$ cat src/rtl/wtc_pkg.sv
package wtc_pkg;

    typedef enum logic [1:0] {
        ST_IDLE = 2'd0,
        ST_ARB  = 2'd1,
        ST_CMD  = 2'd2,
        ST_DATA = 2'd3
    } ctl_st_e;

endpackage

$ cat src/rtl/wtc_array.sv
module wtc_array #(
    parameter int ADDR_W = 32,
    parameter int DATA_W = 32,
    parameter int LINES  = 16
) (
    input  logic              clk,
    input  logic              rst_n,
    input  logic [ADDR_W-1:0] lk_addr,
    output logic              lk_hit,
    output logic [DATA_W-1:0] lk_data,
    input  logic              fill_en,
    input  logic              upd_en,
    input  logic [ADDR_W-1:0] wr_addr,
    input  logic [DATA_W-1:0] wr_data,
    input  logic              snp_inv_en,
    input  logic [ADDR_W-1:0] snp_addr
);
    localparam int IW = $clog2(LINES);
    localparam int TW = ADDR_W - IW;

    typedef struct packed {
        logic              valid;
        logic [TW-1:0]     tag;
        logic [DATA_W-1:0] data;
    } line_t;

    line_t line_q [LINES];
    line_t line_d [LINES];

    logic [IW-1:0] lk_idx, wr_idx, snp_idx;
    logic [TW-1:0] lk_tag, wr_tag, snp_tag;
    logic [LINES-1:0] inv_line;

    assign lk_idx  = lk_addr[IW-1:0];
    assign lk_tag  = lk_addr[ADDR_W-1:IW];
    assign wr_idx  = wr_addr[IW-1:0];
    assign wr_tag  = wr_addr[ADDR_W-1:IW];
    assign snp_idx = snp_addr[IW-1:0];
    assign snp_tag = snp_addr[ADDR_W-1:IW];

    assign lk_hit  = line_q[lk_idx].valid && (line_q[lk_idx].tag == lk_tag);
    assign lk_data = line_q[lk_idx].data;

    // per-line snoop match
    for (genvar g = 0; g < LINES; g++) begin : g_snp
        assign inv_line[g] = snp_inv_en && (snp_idx == IW'(g)) &&
                             line_q[g].valid && (line_q[g].tag == snp_tag);
    end

    always_comb begin
        for (int i = 0; i < LINES; i++) begin
            line_d[i] = line_q[i];
            if (inv_line[i]) begin
                line_d[i].valid = 1'b0;
            end
        end
        if (upd_en) begin
            line_d[wr_idx].data = wr_data;
        end
        if (fill_en) begin
            line_d[wr_idx].valid = 1'b1;
            line_d[wr_idx].tag   = wr_tag;
            line_d[wr_idx].data  = wr_data;
        end
    end

    always_ff @(posedge clk) begin
        if (!rst_n) begin
            for (int i = 0; i < LINES; i++) begin
                line_q[i] <= '0;
            end
        end else begin
            for (int i = 0; i < LINES; i++) begin
                line_q[i] <= line_d[i];
            end
        end
    end

endmodule

$ cat src/rtl/wtc_ctrl.sv
module wtc_ctrl
    import wtc_pkg::*;
#(
    parameter int              ADDR_W = 32,
    parameter int              DATA_W = 32,
    parameter int              ID_W   = 2,
    parameter logic [ID_W-1:0] MY_ID  = 1
) (
    input  logic              clk,
    input  logic              rst_n,
    input  logic              cpu_req_valid,
    input  logic              cpu_req_write,
    input  logic [ADDR_W-1:0] cpu_req_addr,
    input  logic [DATA_W-1:0] cpu_req_wdata,
    output logic              cpu_req_ready,
    output logic              cpu_resp_valid,
    output logic [DATA_W-1:0] cpu_resp_rdata,
    output logic              bus_req,
    input  logic              bus_gnt,
    output logic              bus_cmd_valid,
    output logic              bus_cmd_write,
    output logic [ADDR_W-1:0] bus_cmd_addr,
    output logic [DATA_W-1:0] bus_cmd_wdata,
    input  logic              bus_done,
    input  logic [DATA_W-1:0] bus_rdata,
    input  logic              snp_valid,
    input  logic              snp_write,
    input  logic [ADDR_W-1:0] snp_addr,
    input  logic [ID_W-1:0]   snp_id,
    output logic [ADDR_W-1:0] lk_addr,
    input  logic              lk_hit,
    input  logic [DATA_W-1:0] lk_data,
    output logic              fill_en,
    output logic              upd_en,
    output logic [ADDR_W-1:0] wr_addr,
    output logic [DATA_W-1:0] wr_data,
    output logic              snp_inv_en
);
    typedef struct packed {
        ctl_st_e           st;
        logic [ADDR_W-1:0] addr;
        logic [DATA_W-1:0] wdata;
        logic              write;
        logic              kill;
        logic              resp_valid;
        logic [DATA_W-1:0] rdata;
    } ctl_t;

    ctl_t q, d;
    logic kill_now, kill_any;

    // foreign writes only; own traffic echoed on the snoop port is ignored
    assign snp_inv_en = snp_valid && snp_write && (snp_id != MY_ID);
    assign kill_now   = snp_inv_en && (q.st != ST_IDLE) && (snp_addr == q.addr);
    assign kill_any   = q.kill || kill_now;

    assign lk_addr = (q.st == ST_IDLE) ? cpu_req_addr : q.addr;
    assign wr_addr = q.addr;
    assign wr_data = q.write ? q.wdata : bus_rdata;

    always_comb begin
        d            = q;
        d.resp_valid = 1'b0;
        fill_en      = 1'b0;
        upd_en       = 1'b0;
        if (q.st != ST_IDLE && kill_now) begin
            d.kill = 1'b1;
        end
        unique case (q.st)
            ST_IDLE: begin
                if (cpu_req_valid) begin
                    d.addr  = cpu_req_addr;
                    d.wdata = cpu_req_wdata;
                    d.write = cpu_req_write;
                    d.kill  = 1'b0;
                    if (cpu_req_write) begin
                        d.st = ST_ARB;
                    end else if (lk_hit) begin
                        d.resp_valid = 1'b1;
                        d.rdata      = lk_data;
                    end else begin
                        d.st = ST_ARB;
                    end
                end
            end
            ST_ARB: begin
                if (bus_gnt) begin
                    d.st = ST_CMD;
                end
            end
            ST_CMD: begin
                d.st = ST_DATA;
            end
            ST_DATA: begin
                if (bus_done) begin
                    if (q.write) begin
                        upd_en       = lk_hit && !kill_any;
                        d.resp_valid = 1'b1;
                        d.st         = ST_IDLE;
                    end else if (kill_any) begin
                        d.kill = 1'b0;
                        d.st   = ST_ARB;
                    end else begin
                        fill_en      = 1'b1;
                        d.resp_valid = 1'b1;
                        d.rdata      = bus_rdata;
                        d.st         = ST_IDLE;
                    end
                end
            end
            default: d.st = ST_IDLE;
        endcase
    end

    always_ff @(posedge clk) begin
        if (!rst_n) begin
            q <= '0;
        end else begin
            q <= d;
        end
    end

    assign cpu_req_ready  = (q.st == ST_IDLE);
    assign cpu_resp_valid = q.resp_valid;
    assign cpu_resp_rdata = q.rdata;
    assign bus_req        = (q.st == ST_ARB);
    assign bus_cmd_valid  = (q.st == ST_CMD);
    assign bus_cmd_write  = q.write;
    assign bus_cmd_addr   = q.addr;
    assign bus_cmd_wdata  = q.wdata;

endmodule

$ cat src/rtl/wt_snoop_cache.sv
module wt_snoop_cache #(
    parameter int              ADDR_W = 32,
    parameter int              DATA_W = 32,
    parameter int              LINES  = 16,
    parameter int              ID_W   = 2,
    parameter logic [ID_W-1:0] MY_ID  = 1
) (
    input  logic              clk,
    input  logic              rst_n,
    input  logic              cpu_req_valid,
    input  logic              cpu_req_write,
    input  logic [ADDR_W-1:0] cpu_req_addr,
    input  logic [DATA_W-1:0] cpu_req_wdata,
    output logic              cpu_req_ready,
    output logic              cpu_resp_valid,
    output logic [DATA_W-1:0] cpu_resp_rdata,
    output logic              bus_req,
    input  logic              bus_gnt,
    output logic              bus_cmd_valid,
    output logic              bus_cmd_write,
    output logic [ADDR_W-1:0] bus_cmd_addr,
    output logic [DATA_W-1:0] bus_cmd_wdata,
    output logic [ID_W-1:0]   bus_cmd_id,
    input  logic              bus_done,
    input  logic [DATA_W-1:0] bus_rdata,
    input  logic              snp_valid,
    input  logic              snp_write,
    input  logic [ADDR_W-1:0] snp_addr,
    input  logic [ID_W-1:0]   snp_id
);
    logic [ADDR_W-1:0] lk_addr, wr_addr;
    logic [DATA_W-1:0] lk_data, wr_data;
    logic              lk_hit, fill_en, upd_en, snp_inv_en;

    assign bus_cmd_id = MY_ID;

    wtc_ctrl #(
        .ADDR_W(ADDR_W), .DATA_W(DATA_W), .ID_W(ID_W), .MY_ID(MY_ID)
    ) u_ctrl (
        .clk(clk), .rst_n(rst_n),
        .cpu_req_valid(cpu_req_valid), .cpu_req_write(cpu_req_write),
        .cpu_req_addr(cpu_req_addr), .cpu_req_wdata(cpu_req_wdata),
        .cpu_req_ready(cpu_req_ready), .cpu_resp_valid(cpu_resp_valid),
        .cpu_resp_rdata(cpu_resp_rdata),
        .bus_req(bus_req), .bus_gnt(bus_gnt), .bus_cmd_valid(bus_cmd_valid),
        .bus_cmd_write(bus_cmd_write), .bus_cmd_addr(bus_cmd_addr),
        .bus_cmd_wdata(bus_cmd_wdata), .bus_done(bus_done), .bus_rdata(bus_rdata),
        .snp_valid(snp_valid), .snp_write(snp_write), .snp_addr(snp_addr),
        .snp_id(snp_id),
        .lk_addr(lk_addr), .lk_hit(lk_hit), .lk_data(lk_data),
        .fill_en(fill_en), .upd_en(upd_en), .wr_addr(wr_addr), .wr_data(wr_data),
        .snp_inv_en(snp_inv_en)
    );

    wtc_array #(
        .ADDR_W(ADDR_W), .DATA_W(DATA_W), .LINES(LINES)
    ) u_array (
        .clk(clk), .rst_n(rst_n),
        .lk_addr(lk_addr), .lk_hit(lk_hit), .lk_data(lk_data),
        .fill_en(fill_en), .upd_en(upd_en), .wr_addr(wr_addr), .wr_data(wr_data),
        .snp_inv_en(snp_inv_en), .snp_addr(snp_addr)
    );

endmodule

$ cat config.mk
export PLATFORM = sky130hd
export DESIGN_NAME = wt_snoop_cache
export DESIGN_NICKNAME = d
export VERILOG_FILES = /design/src/rtl/wtc_pkg.sv /design/src/rtl/wtc_array.sv /design/src/rtl/wtc_ctrl.sv /design/src/rtl/wt_snoop_cache.sv
export SDC_FILE = /design/constraint.sdc
export NUM_CORES = 2
export LEC_CHECK = 0
export ABC_AREA = 1
export BUFFER_PORTS_ARGS = -buffer_cell sky130_fd_sc_hd__buf_2
export CORE_MARGIN = 4
export CORE_UTILIZATION = 53
export DETAILED_ROUTE_END_ITERATION = 7
export PLACE_DENSITY = 0.77
export SYNTH_ARGS = -nofsm -noshare
export SYNTH_HDL_FRONTEND = slang
export SYNTH_SLANG_ARGS = --single-unit
$ cat constraint.sdc
create_clock -name clk -period 5.28 [get_ports clk]
set_input_delay 0.264 -clock clk [delete_from_list [all_inputs] [get_ports clk]]
set_output_delay 0.264 -clock clk [all_outputs]
set_load 0.05 [all_outputs]
After elaboration in Yosys (flattened, before gate mapping) --
Memory sizes are Yosys's and may differ from the RTL's. Cells that the tools add are included. W data, S select, Z words.
Storage, ports and cells: register bits after elaboration 101, bits in latches 0, RAM bits 976, memory bits (read-only) 0, input port bits 138, output and inout bits 103, logic and storage cells 210, memories 1
Memory list:
- u_array.line_q | words 16, width 61, read ports 17, clocked after Yosys merged registers in 0, wr ports 16, RTL line wtc_array.sv:27 | line_t line_q [LINES];
Cells by class: $add $sub $neg 0, multipliers 0, divide/modulo/power cells 0, magnitude comparators 2, equal/unequal tests 45, shift-type cells 0, muxes and demuxes 73, bitwise gates (word level) 17, reduce and logical (&&, ||, !) cells 65
Operator list (number):
- $bwmux W976 | 4
- $mux W976 | 2
- $mux W61 | 17
- $demux W61 S4 | 3
- $eq A28 B28 Y1 | 17
- $mux W32 | 4
- $mux W101 | 1
- $mux W33 | 3
- $pmux W34 S2 | 1
- $mux W60 | 1
- $logic_and A1 B1 Y1 | 56
- $mux W34 | 1
- $eq A32 B32 Y1 | 1
- $eq A4 B4 Y1 const B | 8
- $mux W1 | 31
- $eq A4 B3 Y1 const B | 4
- $or A1 B1 Y1 | 16
- $ne A2 B2 Y1 const B | 5
- $eq A4 B2 Y1 const B | 2
- $mux W2 | 4
- $pmux W2 S4 | 1
- $reduce_and A7 Y1 | 1
- $ne A2 B1 Y1 const B | 3
- $ge A5 B5 Y1 const B | 1
- other kinds (13) | 15

Longest topological paths before layout --
depth after elaboration 16, gate-level depth with buffers 28

Modules after synthesis --
Synthesis repeated with hierarchy kept, for this count alone.
Unflattened totals: cell total of the unflattened synthesis 7679, area, all modules 53613.9 µm²
Modules (own cells, without submodules):
- wtc_array | times used 1, cells an instance 6675, area an instance 47177.7 µm²
- wtc_ctrl | times used 1, cells an instance 1000, area an instance 6413.7 µm²
- wt_snoop_cache | times used 1, cells an instance 4, area an instance 22.5 µm²

Worst setup path before layout --
No wires, ideal clock.
kind register to register, start register u_ctrl.q[99] (netlist bit), end memory u_array.line_q[12][0] (netlist bit), setup time 115 ps, arrival 3400 ps, required time 5165 ps, setup slack 1765 ps, cell stages (with the launch flop) 28, path buffers 6, period minus slack after synthesis 3515 ps, cell sequence dfxtp_1 inv_1 ha_1 buf_4 inv_2 buf_4 nand2_2 nand2_2 buf_6 buf_2 o211ai_1 nand3_1 nand3_1 nand2_1 nand2_1 nand2_1 nor2_1 nand2_1 nor2_1 nand2_1 nor2_4 nand2_1 nand2_2 buf_2 buf_2 nand3_1 nand2_1 nor2_1
RTL lines:
- start, declared | RTL line wtc_ctrl.sv:49 | ctl_t q, d;
- start signal, assigned | RTL line wtc_ctrl.sv:117 | q <= '0;
- start signal, assigned | RTL line wtc_ctrl.sv:119 | q <= d;
- end, declared | RTL line wtc_array.sv:27

Final worst setup path --
start register u_ctrl.q[99] (netlist bit), end register u_ctrl.q, in the netlist u_ctrl.cpu_resp_rdata[7]
On the way: cells in the longest elaborated chain, start to end 7, elaborated cells between the ends (all ways) 22, those cells by class 8 x eq/ne; 5 x mux; 8 x reduce/logical; 1 x memory
RTL lines:
- $logic_not A2 Y1 | RTL line wtc_ctrl.sv:57, wtc_ctrl.sv:69
- $mux W32 | RTL line wtc_ctrl.sv:57 | assign lk_addr = (q.st == ST_IDLE) ? cpu_req_addr : q.addr;
- $mem_v2 Z16 W61
- $eq A28 B28 Y1 / $mux W33 (equally long branches) | RTL line wtc_array.sv:41, wtc_ctrl.sv:78
- $logic_and A1 B1 Y1 / $mux W33 (equally long branches) | RTL line wtc_array.sv:41, wtc_ctrl.sv:76
- $ne A2 B1 Y1 (no line) / $mux W101 (equally long branches)
- $reduce_and A7 Y1 (no line) / $pmux W34 S2 (equally long branches)
Several ways; a longest one is shown, not always the timed one. The select of a mux whose other input is x is not followed. A chain may end at the register's enable or synchronous reset.

==> impl_results.md <==
- Mapped cell area: about 0.058 mm²
- Syn_area_per_cell: approximately 6.6 µm²
- Core Region: 0.108 mm²
- Die height: approximately 340 µm
- CP Max Fanout: 32
- Number of synthesized flops with an enable pin: 0
- Commonest non-fill, non-tap cell in the layout: nand2_1
- Share of the synthesized area in the top cell type: between 30 and 40%
- Seq pwr share: between 20 and 30%
- Clk_skew: 0.0389 ns
- Starting DRT DRC Count: approximately 13,000
- DIE AREA: between 0.1 and 0.15 mm²
- Final Cell Area: ~0.064 mm²
- DP HPWL: approximately 180,000 µm
- Max cap viols: 2
- Status: complete, but fails checks
- Cells after Synth: between 8,000 and 9,000
- Area grow syn2layout: 11.7%
- Drt via density: around 6.5
- Fraction of final layout cells with drive strength greater than 1: a little under a tenth
- Power Density: roughly 480 mW/mm²
- Startpoint Class: flop
- Initial antenna violation count: 39
- Synth Flop Type: dfxtp_1
- Routed WL per cell: around 27 µm
- Initial core utilization: between 50% and 60%
- YS warnings: 0
- Combinational Power Share: a little over two fifths
- Worst Path Required: 5.93 ns
- Crit path DAT: ~6 ns
- Finished Layout Cells: 10,169
- Static leakage: approximately 0.025 µW
- Setup tns final: 0 ns
- Clk sinks: roughly 1,100
- Worst skew pair latency: 0.74 ns
- Slew @ Worst Pin: roughly 1.5 ns
- Cell variety after synth: 44
- Endpoint type of the worst setup path: flop
- GRT Residual Overflow: 0
- Worst Reg2Reg Path Length in Cells: 20
- Root Buffer: clkbuf_16
- Seq/Total Area, Yosys: 37.4%
- Post-DP Area: 0.0593 mm²
- GRT Overall Usage: a little under half
- Net switching power: 14,000 µW
- WL met2: ~110,000 µm
- Slew HR: -2.50%
- Clock share of power: about 29%
- Final hold violations: 0
- Async SR Flop Fraction: 0%
- Switching Fraction: between 40% and 50%
- Residual DRC: 1
- CTS H-tree depth: 3
- Placed Cells: between 9,000 and 10,000
- Min-delay worst type: in2reg
- Int Pwr: 16,700 µW
- Count of input and output buffers: around 240
- Fin crit period: 5.20 ns
- Number of global-route vias before repair: around 57,000
- WL met1: 105,000 µm
- Vias post-DR: ~66,000
- CTS buffer count: about 120
- Post-CTS Resized: 0
- Slew Limit Fails: 2
- Post-route ant nets: 0
- Commonest non-fill, non-tap cells in the layout: nand2_1, nand3_1, a21oi_1
- First-pass GRT wire length: between 300,000 and 400,000 µm
- Number of iterations in the first detailed-routing pass: 8
- Synth area leaders: dfxtp_1, nand2_1, nand3_1
- Deepest clock path buffer count: 3
- Clock transition at path regs: 0.06 ns
- Largest net degree at the start of global routing: a little over 200
- Hold depth: 6
- Row count: 120
- Setup Viol. Count Final: 0
- Yosys top cell by area: dfxtp_1
- Routed wire length: around 270,000 µm
- #FFs+latches synth: roughly 1,100
- Failing checks: design-rule violations, max-capacitance violations, max-slew violations
- Detail Route met3 WL: ~46,000 µm
- CP Class: reg2reg
- Net count, final: 8,787
- Top Ports: approximately 240
- VDD IR max: ~0.45 mV
- Highest metal used: met5
- Crit share post-route: between 90% and 100%
- RSZ-0062 raised after global routing: false
- Net count after synthesis: roughly 9,000
- DIE WIDTH: around 340 µm
- FMAX: 192 MHz
- Routability congestion estimate: about 1.1
- CTS tree: yes
[kinds of logic (layout without fill, tap and decap cells)]
logic type	Yosys count	in the layout	synth area share (%)
compound gates	1821	1821	16.4
buf+inv	1255	1204	9.77
fa+ha+maj	5	5	0.108
other cells	2	23	0.0130
xor+xnor	223	223	3.39
flops	1077	1077	37.4
simple gates	4381	4381	32.3
mux	32	32	0.555
[power by group through the flow]
stage / logic [µW] / clock network (µW) / registers [µW]
after floorplan: 7800 / 0 / 8650
after global placement: 12500 / 0 / 8700
after detailed placement: 12500 / 0 / 8710
after CTS: 12600 / 8770 / 8530
after global routing: 13600 / 9110 / 8560
final: 13400 / 8790 / 8550
[cells in the mapped netlist (5+ instances only)]
cell type and count:
nand2_1 2051, nand3_1 1392, a21oi_1 1080, dfxtp_1 1077, nor2_1 745, o21ai_0 558, clkbuf_1 505, inv_1 334
buf_2 135, xnor2_1 126, buf_4 109, buf_1 100, xor2_1 97, a31oi_1 61, nand4_1 57, o22ai_1 53
nor4_1 52, buf_6 46, or2_2 39, mux2i_1 32, nor3_1 26, clkinv_1 20, o2111ai_1 15, o41ai_1 9
a211oi_1 8, o211ai_1 8, inv_2 6, a221oi_1 5, ha_1 5, nand2_2 5, nand3b_1 5, o221ai_1 5
o31ai_1 5
[layer usage]
metal  global-route usage [%]  up-vias
met3                     18.2      959
met5                        0        -
met2                     61.2     5337
li1                         -    28860
met1                     62.8    30632
met4                     22.3       20
[through the flow]
stage	hold slack [ns]	util (%)	setup slack (ns)	power [µW]
3_3_place_gp	0.449	55.2	0.494	21200
3_5_place_dp	0.456	55.2	0.439	21200
2_1_floorplan	0.431	-	1.76	16400
6_report	0.128	59.9	0.0798	30700
4_1_cts	0.0780	59.9	0.414	29900
5_1_grt	0.120	59.9	0.0881	31300
[worst paths after layout]
path	start	to	slack, ns
max	u_ctrl.q[99]	u_ctrl.cpu_resp_rdata[7]	0.08
min	bus_gnt	u_ctrl.q[100]	0.13
max reg2reg	u_ctrl.q[99]	u_ctrl.cpu_resp_rdata[7]	0.08
min reg2reg	u_ctrl.cpu_resp_rdata[24]	u_ctrl.cpu_resp_rdata[24]	0.47
[critical path: stages, from the launching register on]
cell	delay (ns)
dfxtp_1	0.34
inv_1	0.12
ha_2	0.39
inv_2	0.20
o21ai_4	0.74
buf_4	0.38
nand3_1	0.10
nand3_1	0.09
nand3_1	0.21
nand3_1	0.29
nand2_1	0.08
nor2_1	0.48
nand3_1	0.31
nor2_1	0.18
nand2_1	0.08
nand2_1	0.29
nand2_1	0.14
nor2_2	0.15
buf_12	0.22
nand2_1	0.10
a21oi_1	0.16
[state kept, by name, indices dropped and copies added, names as in the netlist]
signal and count:
u_array.line_q 976, u_ctrl.bus_cmd_addr 32, u_ctrl.bus_cmd_wdata 32, u_ctrl.cpu_resp_rdata 32, u_ctrl.q 3, u_ctrl.bus_cmd_write 1
u_ctrl.cpu_resp_valid 1
[area by class of cell]
class / count / area [µm²]
inverters: 360 / 1360
flip-flops and latches: 1077 / 21600
multi-input cells: 6464 / 30700
clock inverters: 40 / 546
diodes: 21 / 52.6
repair buffers: 624 / 4920
clock buffers: 180 / 3520
well taps: 1403 / 1760
fillers: 10078 / 43100
[repair_timing]
action | CTS | global route
endpoints found under the hold margin | 115 | 0
buffers inserted | 0 | 0
hold buffers | 99 | 0
No activity file was read; power rests on OpenSTA's default activity.
